--- src/rtl/dsp_mac_pkg.sv ---
package dsp_mac_pkg;

  // strobes issued by the control pipeline to the datapath
  typedef struct packed {
    logic prodEn;    // load product register this cycle
    logic accEn;     // a term reaches the accumulator
    logic accClr;    // accumulator input forced to zero
    logic accSub;    // subtract instead of add
    logic accFrac;   // double the product (fractional format)
    logic outEn;     // load the result word
    logic outRound;  // round half up in the output stage
  } macStrobes_t;

endpackage

--- src/rtl/dsp_mac_ctrl.sv ---
module dsp_mac_ctrl
  import dsp_mac_pkg::*;
#(
  parameter int SH_W = 5
) (
  input  logic            clk,
  input  logic            rstN,
  input  logic            inValid,
  input  logic            clrAcc,
  input  logic            subMode,
  input  logic            fracMode,
  input  logic            lastTerm,
  input  logic            roundSel,
  input  logic [SH_W-1:0] shiftSel,
  output macStrobes_t     stb,
  output logic [SH_W-1:0] outShift,
  output logic            resultValid
);

  // stage 1: term controls aligned with the product register
  logic            v1, clr1, sub1, frac1, last1, rnd1;
  logic [SH_W-1:0] sh1;
  // stage 2: closing controls aligned with the accumulator
  logic            last2, rnd2;
  logic [SH_W-1:0] sh2;

  always_ff @(posedge clk or negedge rstN) begin
    if (!rstN) begin
      v1    <= 1'b0;
      clr1  <= 1'b0;
      sub1  <= 1'b0;
      frac1 <= 1'b0;
      last1 <= 1'b0;
      rnd1  <= 1'b0;
      sh1   <= '0;
    end else begin
      v1    <= inValid;
      clr1  <= inValid & clrAcc;
      sub1  <= subMode;
      frac1 <= fracMode;
      last1 <= inValid & lastTerm;
      if (inValid & lastTerm) begin
        rnd1 <= roundSel;
        sh1  <= shiftSel;
      end
    end
  end

  always_ff @(posedge clk or negedge rstN) begin
    if (!rstN) begin
      last2       <= 1'b0;
      rnd2        <= 1'b0;
      sh2         <= '0;
      resultValid <= 1'b0;
    end else begin
      last2       <= last1;
      resultValid <= last2;
      if (last1) begin
        rnd2 <= rnd1;
        sh2  <= sh1;
      end
    end
  end

  always_comb begin
    stb.prodEn   = inValid;
    stb.accEn    = v1;
    stb.accClr   = clr1;
    stb.accSub   = sub1;
    stb.accFrac  = frac1;
    stb.outEn    = last2;
    stb.outRound = rnd2;
    outShift     = sh2;
  end

endmodule

--- src/rtl/dsp_mac_outstage.sv ---
module dsp_mac_outstage #(
  parameter int ACC_W = 40,
  parameter int OUT_W = 16,
  parameter int SH_W  = 5
) (
  input  logic                    clk,
  input  logic                    rstN,
  input  logic signed [ACC_W-1:0] accIn,
  input  logic                    outEn,
  input  logic                    outRound,
  input  logic [SH_W-1:0]         outShift,
  input  logic                    clrOvf,
  output logic signed [OUT_W-1:0] result,
  output logic                    overflow
);

  localparam int EXT_W = ACC_W + 1;
  localparam logic [OUT_W-1:0] MAX_WORD = {1'b0, {(OUT_W-1){1'b1}}};
  localparam logic [OUT_W-1:0] MIN_WORD = {1'b1, {(OUT_W-1){1'b0}}};
  localparam int TOP_W = EXT_W - OUT_W + 1;

  logic signed [EXT_W-1:0] roundInc, biased, shifted;
  logic [TOP_W-1:0]        topBits;
  logic                    fits;
  logic [OUT_W-1:0]        satWord;

  always_comb begin
    roundInc = '0;
    if (outRound && (outShift != '0))
      roundInc = {{(EXT_W-1){1'b0}}, 1'b1} << (outShift - SH_W'(1));
    biased  = {accIn[ACC_W-1], accIn} + roundInc;
    shifted = biased >>> outShift;
    topBits = shifted[EXT_W-1:OUT_W-1];
    fits    = (topBits == '0) || (topBits == '1);
    if (fits)                  satWord = shifted[OUT_W-1:0];
    else if (shifted[EXT_W-1]) satWord = MIN_WORD;
    else                       satWord = MAX_WORD;
  end

  always_ff @(posedge clk or negedge rstN) begin
    if (!rstN) begin
      result   <= '0;
      overflow <= 1'b0;
    end else begin
      if (outEn) result <= satWord;
      overflow <= (overflow & ~clrOvf) | (outEn & ~fits);
    end
  end

endmodule

--- src/rtl/dsp_mac_datapath.sv ---
module dsp_mac_datapath
  import dsp_mac_pkg::*;
#(
  parameter int OP_W  = 16,
  parameter int GUARD = 8,
  parameter int OUT_W = 16,
  parameter int SH_W  = 5
) (
  input  logic                    clk,
  input  logic                    rstN,
  input  macStrobes_t             stb,
  input  logic [SH_W-1:0]         outShift,
  input  logic signed [OP_W-1:0]  opA,
  input  logic signed [OP_W-1:0]  opB,
  output logic signed [OUT_W-1:0] result,
  output logic                    overflow
);

  localparam int PROD_W = 2 * OP_W;
  localparam int ACC_W  = PROD_W + GUARD;

  logic signed [PROD_W-1:0] prodQ;
  logic signed [ACC_W-1:0]  accQ, addend, accBase, accNext;

  // multiply stage
  always_ff @(posedge clk or negedge rstN) begin
    if (!rstN)           prodQ <= '0;
    else if (stb.prodEn) prodQ <= PROD_W'(opA) * PROD_W'(opB);
  end

  // accumulate stage
  always_comb begin
    addend = ACC_W'(prodQ);
    if (stb.accFrac) addend = addend <<< 1;
    accBase = stb.accClr ? '0 : accQ;
    accNext = stb.accSub ? (accBase - addend) : (accBase + addend);
  end

  always_ff @(posedge clk or negedge rstN) begin
    if (!rstN)          accQ <= '0;
    else if (stb.accEn) accQ <= accNext;
  end

  dsp_mac_outstage #(
    .ACC_W(ACC_W),
    .OUT_W(OUT_W),
    .SH_W (SH_W)
  ) u_out (
    .clk     (clk),
    .rstN    (rstN),
    .accIn   (accQ),
    .outEn   (stb.outEn),
    .outRound(stb.outRound),
    .outShift(outShift),
    .clrOvf  (stb.accEn & stb.accClr),
    .result  (result),
    .overflow(overflow)
  );

endmodule

--- src/rtl/dsp_mac.sv ---
module dsp_mac
  import dsp_mac_pkg::*;
#(
  parameter int OP_W  = 16,
  parameter int GUARD = 8,
  parameter int OUT_W = 16,
  parameter int SH_W  = 5
) (
  input  logic                    clk,
  input  logic                    rstN,
  input  logic                    inValid,
  input  logic signed [OP_W-1:0]  opA,
  input  logic signed [OP_W-1:0]  opB,
  input  logic                    clrAcc,
  input  logic                    subMode,
  input  logic                    fracMode,
  input  logic                    lastTerm,
  input  logic                    roundSel,
  input  logic [SH_W-1:0]         shiftSel,
  output logic signed [OUT_W-1:0] result,
  output logic                    resultValid,
  output logic                    overflow
);

  macStrobes_t     stb;
  logic [SH_W-1:0] outShift;

  dsp_mac_ctrl #(.SH_W(SH_W)) u_ctrl (
    .clk        (clk),
    .rstN       (rstN),
    .inValid    (inValid),
    .clrAcc     (clrAcc),
    .subMode    (subMode),
    .fracMode   (fracMode),
    .lastTerm   (lastTerm),
    .roundSel   (roundSel),
    .shiftSel   (shiftSel),
    .stb        (stb),
    .outShift   (outShift),
    .resultValid(resultValid)
  );

  dsp_mac_datapath #(
    .OP_W (OP_W),
    .GUARD(GUARD),
    .OUT_W(OUT_W),
    .SH_W (SH_W)
  ) u_dp (
    .clk     (clk),
    .rstN    (rstN),
    .stb     (stb),
    .outShift(outShift),
    .opA     (opA),
    .opB     (opB),
    .result  (result),
    .overflow(overflow)
  );

endmodule

--- config.mk ---
export PLATFORM = sky130hd
export DESIGN_NAME = dsp_mac
export DESIGN_NICKNAME = d
export VERILOG_FILES = /design/src/rtl/dsp_mac_pkg.sv /design/src/rtl/dsp_mac_ctrl.sv /design/src/rtl/dsp_mac_outstage.sv /design/src/rtl/dsp_mac_datapath.sv /design/src/rtl/dsp_mac.sv
export SDC_FILE = /design/constraint.sdc
export NUM_CORES = 1
export LEC_CHECK = 0
export ABC_CLOCK_PERIOD_IN_PS = 7800
export CAP_MARGIN = 20
export CORE_MARGIN = 1
export CORE_UTILIZATION = 40
export DETAILED_ROUTE_END_ITERATION = 8
export SLEW_MARGIN = 20
export SYNTH_ARGS = -nofsm -noshare
export SYNTH_HDL_FRONTEND = slang
export SYNTH_HIERARCHICAL = 1
export SYNTH_SLANG_ARGS = --single-unit
--- constraint.sdc ---
create_clock -name clk -period 7.8 [get_ports clk]
set_input_delay 0.78 -clock clk [delete_from_list [all_inputs] [get_ports clk]]
set_output_delay 0.78 -clock clk [all_outputs]
set_load 0.01 [all_outputs]
==> summary.txt, run 1 <==
Clock network
  – Cts bufs inserted: 9
  – Post-cts gate resize count: 0
  – Root buf cell: clkbuf_16
  – Reg clk slew, reported paths: 0.08 ns
  – CTS H-tree depth: 3
  – Clock latency at the later pin of the worst-skew pair: 0.40 ns
  – Clk buf depth: 2
  – # Post-CTS Setup Buffers: 0
  – Hold_buf cts: 0
  – CTS tree: done
  – Clock Sinks: 108

Global routing
  – Met1 global-route usage: 29.6%
  – Met2 Track Usage GR: 42.2%
  – GRT Util Overall: 24.1%
  – Vias in the first global route: 22.6k
  – Global-route wire length before repair: 121,000 um
  – Grt met3 use: 2.42%
  – Remaining Overflow, GRT: 0
  – Largest net degree at the start of global routing: 64
  – Global route hottest layer: met2
  – Initial antenna violation count: 0

Routing
  – Drt first pass iters: 6
  – Wire length per cell: 19.5 um
  – Via density: 5.79
  – Detail Route Antenna Nets: 0
  – Final wirelength: 74,300 um
  – DR vias: 22.1k
  – DRT iter0 DRCs: 1,750
  – DRC: 0

Die
  – Die width: 249 um
  – I/O pin count: 63
  – Total core area: 60,200 um^2
  – Total Die Area: 61,800 um^2
  – Die height: 249 um
  – Num rows: 90
  – Starting Density: 40.4%

Setup path
  – WP data required: 8.05 ns
  – CP Class: in -> reg
  – Worst Setup End Kind: flip-flop
  – Data arrival time of the critical path: 7.56 ns
  – R2r setup slk: 0.70 ns
  – Worst R2R Start: u_ctrl/outShift[3]$_DFFE_PN0P_
  – Most common cell on crit path: fa_1
  – Crit Path Max Fanout: 16
  – Buf/Inv on CP: 5
  – Crit-path cells: clkdlybuf4s50_1 -> and2_1 -> fa_1 -> inv_1 -> fa_1 -> fa_1 -> fa_1 -> inv_1 -> fa_1 -> inv_1 -> fa_1 -> inv_1 -> ha_1 -> a21o_1 -> a21oi_1 -> o211ai_1 -> o221ai_1 -> a41oi_1 -> or4_1 -> a31oi_1 -> xor2_1 -> mux2i_1
  – Worst r2r path cells: 21
  – Crit path largest cell delay: 0.70 ns
  – CP max stage cell: clkdlybuf4s50_1
  – Worst setup SP type: input pin
  – Reg-to-reg endpoint: u_dp/u_out/result[0]$_DFFE_PN0P_
  – CP delay by family, top: adder cells

Finish
  – Fill cells: 6,015
  – Synthesis-to-layout area growth: 7.90%
  – Multi-input gate area: 19,500 um^2
  – Sequential Area: 2700 um^2
  – NumNets Final: 3,496
  – Share of cells above drive strength 1: 7.97%
  – # diodes: 0
  – Post-Route Utilization: 43.6%

Place
  – DP Wirelength: 61,800 um
  – GP Congestion: 0.972
  – Port buffer count: 62

Worst hold path
  – Min-Delay Path Class: in -> async

STA
  – Final setup viols: 0
  – Rel. slew slack: 22.1%
  – Final min period: 7.31 ns
  – Max-slew violations: 0
  – Final hold vios: 0
  – Fmax: 137 MHz
  – Slew @ Worst Pin: 1.14 ns
  – RSZ-0062 raised after global routing: false
  – Final Skew: 0.0117 ns
  – Setup TNS: 0 ns
  – Tcrit/Tclk final: 93.7%

Logic synthesis
  – Synthesized area: 24,300 um^2
  – Synth top area share: 21.7%
  – Commonest cells in the netlist: inv_1, nand2_1, fa_1, nor2_1, a21oi_1
  – Async set-or-reset flop fraction in the synthesized netlist: 100%
  – Synth Register Bits: 108
  – Seq/Total Area, Yosys: 11.1%
  – Leading area contributor after synthesis: fa_1
  – Post-synth top flop: dfrtp_1
  – Syn nets: 3,495
  – Synth area leaders: fa_1, dfrtp_1, ha_1
  – Avg Cell Area, Syn: 8.02 um^2
  – EDFF count, synth: 0
  – Post-Syn Instances: 3,032
  – Most common cell in the netlist: inv_1
  – Synthesis Warnings: 6
  – Post-synth cell types: 106

Outcome
  – Outcome: completed

Flow run
  – Max-cap violation count: 0
[metrics by stage]
step                hold slack, ns  area (um^2)  worst slack, ns  instances
detailed placement           0.484        25900            0.124       3804
CTS                          0.469        26200            0.566       3820
global route                 0.520        26200            0.186       3820
global placement             0.475        25900            0.306       3804
finish                       0.440        26200            0.489       3820
floorplan                    0.349        24300             1.11       3032
[placed cells by master, fill, tap and decap left out, types with 51 or more instances in the layout]
master	n
ha_1	154
and2_1	138
xnor2_1	73
nor3_1	64
fa_1	264
nor2_1	233
buf_4	97
clkdlybuf4s50_1	60
inv_1	379
a21oi_1	184
mux2i_1	63
dfrtp_1	107
nand3_1	53
mux2_2	78
nor2b_1	51
o21ai_0	121
nand2_1	302
[registers in the layout (all words and copies together), names as in the netlist]
signal               flops
u_ctrl/clr1              1
u_ctrl/frac1             1
u_ctrl/last1             1
u_ctrl/last2             1
u_ctrl/outShift          5
u_ctrl/resultValid       1
u_ctrl/rnd1              1
u_ctrl/rnd2              1
u_ctrl/sh1               5
u_ctrl/sub1              1
u_ctrl/v1                1
u_dp/accQ               40
u_dp/prodQ              32
u_dp/u_out/overflow      1
u_dp/u_out/result       16
[layout make-up]
type / count / area share (%)
Clock inverter: 7 / 0.353
Inverter: 382 / 5.47
Clock buffer: 9 / 0.858
Tap cell: 782 / 3.73
Timing Repair Buffer: 158 / 5.08
Sequential cell: 108 / 10.3
Multi-Input combinational cell: 2374 / 74.2
[worst reg2reg max path, cell delays in order (launching register included)]
cell       delay (ns)
dfrtp_1          0.65
inv_1            0.35
nor2_1           0.57
nand2_1          0.31
nor2_1           0.17
ha_1             0.33
a21oi_1          0.21
o21a_1           0.19
nor2b_1          0.39
a21oi_1          0.29
a21oi_1          0.49
nand2_1          0.19
o311ai_0         0.86
nor3_1           0.08
a2111oi_0        0.49
buf_4            0.18
nand4b_1         0.14
o41ai_4          0.31
buf_4            0.22
buf_4            0.17
nor3_1           0.10
a221o_1          0.30
[routing by layer]
metal | part of all wire (%) | up-vias
met4 | 4.9 | 0
met2 | 49 | 677
met5 | 0 | -
li1 | - | 10300
met3 | 4.5 | 185
met1 | 42 | 10900
[cell families (layout without fill, tap and decap cells)]
family	count (synthesis)	in the layout	synth area share (%)
other	1	1	0.0154
XOR/XNOR	110	110	3.96
adder cells (fa/ha/maj)	418	418	29.7
AO/OA/AOI/OAI	694	694	19.3
buffers and inverters	550	556	8.82
AND/OR/NAND/NOR	1002	1002	20.2
flip-flops	108	108	11.1
multiplexers	149	149	6.90
[worst max path at each step]
stage                       start  cells past startpoint  slack, ns                          to
final                      opB[4]                     22       0.49  u_dp/prodQ[30]$_DFFE_PN0P_
after global routing       opB[4]                     22       0.19  u_dp/prodQ[30]$_DFFE_PN0P_
after CTS                  opB[4]                     22       0.57  u_dp/prodQ[30]$_DFFE_PN0P_
after detailed placement   opB[4]                     22       0.12  u_dp/prodQ[30]$_DFFE_PN0P_
after global placement     opB[4]                     22       0.31  u_dp/prodQ[30]$_DFFE_PN0P_
after floorplan           opA[15]                     21       1.11  u_dp/prodQ[29]$_DFFE_PN0P_
Power of run 1 is not shown: default switching activity piles up to over one toggle a cycle in this logic, so the estimate is an artifact.
==> run 2, diff against run 1 <==
- GPL_TIMING_DRIVEN: not set -> 0
- SLEW_MARGIN: 20 -> 0
==> run 2 against run 1 <==
  * Cell count grew 2.0%
  * Via count grew 0.60%
  * Highest routed layer unchanged
  * Clock skew grew 0.0031 ns
  * Critical path depth grew 3
  * Register-to-register slack lost 0.43 ns
  * Die area is the same
  * Critical endpoint is now u_dp/u_out/result[1]$_DFFE_PN0P_
  * Fmax shrank 2.9%
  * Non-clock buffer count grew 76
  * Sequential share of layout area shrank 0.094 points
  * Worst setup slack lost 0.22 ns
  * Routed wire length grew 7.9%
==> summary.txt, run 2 (synthesis gave the netlist of run 1 again) <==
Setup path
  – WP data required: 8.08 ns (+0.03 ns)
  – Worst r2r path cells: 25 (+19%)
  – R2r setup slk: 0.27 ns (-0.43 ns)
  – Worst Setup End Kind: flip-flop
  – Worst R2R Start: u_ctrl/outShift[4]$_DFFE_PN0P_
  – Worst setup SP type: flip-flop
  – CP Class: reg -> reg
  – Data arrival time of the critical path: 7.80 ns (+0.24 ns)
  – Crit Path Max Fanout: 10 (-6)
  – Reg-to-reg endpoint: u_dp/u_out/result[1]$_DFFE_PN0P_

Routing
  – DRT iter0 DRCs: 2,002 (+14%)
  – DRC: 0 (unchanged)
  – Wire length per cell: 20.6 um (+5.8%)
  – Detail Route Antenna Nets: 0 (unchanged)
  – Via density: 5.71 (-1.4%)
  – Drt first pass iters: 6 (unchanged)
  – DR vias: 22.2k (+0.60%)
  – Final wirelength: 80,200 um (+7.9%)

Clock network
  – Cts bufs inserted: 9 (unchanged)
  – Root buf cell: clkbuf_16
  – Hold_buf cts: 0 (unchanged)
  – Clock latency at the later pin of the worst-skew pair: 0.41 ns (about the same)
  – CTS tree: done
  – Reg clk slew, reported paths: 0.09 ns (about the same)
  – Clock Sinks: 108 (unchanged)
  – CTS H-tree depth: 3 (unchanged)
  – Clk buf depth: 2 (unchanged)

STA
  – Final min period: 7.53 ns (+0.216 ns)
  – Fmax: 133 MHz (-2.9%)
  – Slew @ Worst Pin: 1.04 ns (-0.0942 ns)
  – Max-slew violations: 0 (unchanged)
  – WHS: 0.281 ns (-0.159 ns)
  – Final Skew: 0.0148 ns (+0.00315 ns)
  – Final setup viols: 0 (unchanged)
  – Tcrit/Tclk final: 96.5% (+2.8 points)
  – Final hold vios: 0 (unchanged)
  – Rel. slew slack: 30.1% (+8.0 points)

Finish
  – Most common cell after layout, fill and taps aside: inv_1
  – Biggest regs: u_dp/accQ x40, u_dp/prodQ x32, u_dp/u_out/result x16
  – Commonest non-fill, non-tap cells in the layout: inv_1, nand2_1, fa_1
  – NumNets Final: 3,572 (+2.2%)
  – Most flop-heavy register: u_dp/accQ
  – Share of cells above drive strength 1: 7.26% (-0.71 points)
  – # diodes: 0 (unchanged)
  – Max FFs per register: 40 (unchanged)
  – Synthesis-to-layout area growth: 8.85%

Worst hold path
  – Min-Delay Path Class: in -> async

Die
  – Total core area: 60,200 um^2 (unchanged)
  – Num rows: 90 (unchanged)
  – Total Die Area: 61,800 um^2 (unchanged)
  – Starting Density: 40.4% (unchanged)
  – I/O pin count: 63 (unchanged)
  – Die width: 249 um (unchanged)
  – Die height: 249 um (unchanged)

Flow run
  – Max-cap violation count: 0 (unchanged)

Global routing
  – Largest net degree at the start of global routing: 72 (+13%)
  – Initial antenna violation count: 1 (+1)
  – Remaining Overflow, GRT: 0 (unchanged)
  – GRT Util Overall: 26.0% (+1.9 points)
  – Vias in the first global route: 22.0k (-2.7%)
  – Global-route wire length before repair: 127,000 um (+4.8%)

Outcome
  – Outcome: completed

Place
  – GP Congestion: 0.980 (+0.77%)
  – DP Wirelength: 66,700 um (+8.0%)
  – Port buffer count: 62 (unchanged)
## run 2: cell count changes in the layout (fill, tap and decap cells not counted), moves of 4 or more
cell            change
dlymetal6s2s_1      +4
buf_6               +5
clkbuf_1           +96
buf_1              +14
clkbuf_2           +23
buf_4              -85
buf_2              +20
## run 2: stage by stage
| step | instance area [um^2] | instances | utilization [%] | TNS (ns) | worst slack (ns) |
|---|---|---|---|---|---|
| floorplan | 24300 | 3032 | - | 0 | 1.11 |
| global placement | 25900 | 3876 | 43.0 | -19.91 | -1.11 |
| detailed placement | 25900 | 3877 | 43.1 | -15.58 | -0.839 |
| CTS | 26300 | 3895 | 43.7 | 0 | 0.0114 |
| global route | 26500 | 3896 | 43.9 | -0.0270 | -0.0213 |
| finish | 26500 | 3896 | 43.9 | 0 | 0.273 |
## run 2: area by class of cell
class | count | area [um^2]
plain buffers | 166 | 738
clock buffers | 9 | 225
clock inverters | 7 | 91.3
fillers | 6138 | 33800
inverters | 382 | 1440
multi-input cells | 2374 | 19600
flip-flops and latches | 108 | 2700
well taps | 782 | 978
repair buffers | 68 | 697
## run 2: metal layers
layer  part of all wire (%)  global-route usage [%]  vias to the layer above
met5                      0                       0                        -
met4                    2.5                    7.24                        0
met3                    5.1                    2.69                      123
met2                     47                    43.7                      733
met1                     45                    35.5                    10900
li1                       -                       -                    10500
## run 2: how the worst max path moves through the flow
stage                                        start  slack, ns                                to
floorplan                                  opA[15]       1.11        u_dp/prodQ[29]$_DFFE_PN0P_
global placement    u_ctrl/outShift[0]$_DFFE_PN0P_      -1.11  u_dp/u_out/result[1]$_DFFE_PN0P_
detailed placement  u_ctrl/outShift[0]$_DFFE_PN0P_      -0.84  u_dp/u_out/result[1]$_DFFE_PN0P_
CTS                                         opB[1]       0.01        u_dp/prodQ[30]$_DFFE_PN0P_
global route        u_ctrl/outShift[4]$_DFFE_PN0P_      -0.02  u_dp/u_out/result[1]$_DFFE_PN0P_
finish              u_ctrl/outShift[4]$_DFFE_PN0P_       0.27  u_dp/u_out/result[1]$_DFFE_PN0P_
## run 2: critical path, stage by stage, from the launching register on
cell and delay [ns]:
dfrtp_1 0.35, clkbuf_1 0.35, clkbuf_1 0.40, clkbuf_2 0.35, clkbuf_2 0.32, nand2_1 0.30, nor3_1 0.27, ha_1 0.26
buf_2 0.17, a21oi_1 0.24, o21ai_1 0.16, nor2b_1 0.45, a21oi_1 0.28, nor3_1 0.53, nor3_1 0.24, o311ai_1 0.81
o22a_1 0.40, mux2_2 0.22, nand4b_1 0.12, a22oi_1 0.22, nand4_1 0.16, o41ai_4 0.08, buf_4 0.23, buf_6 0.16
mux2i_1 0.23, a21oi_1 0.10
## run 2: what timing repair did
item | 4_1_cts | 5_1_grt
pin swaps | 1 | 1
resized for setup | 17 | 59
setup buffers | 2 | 3
setup endpoints to repair | 21 | 27
Power of run 2 is left out for the same reason.
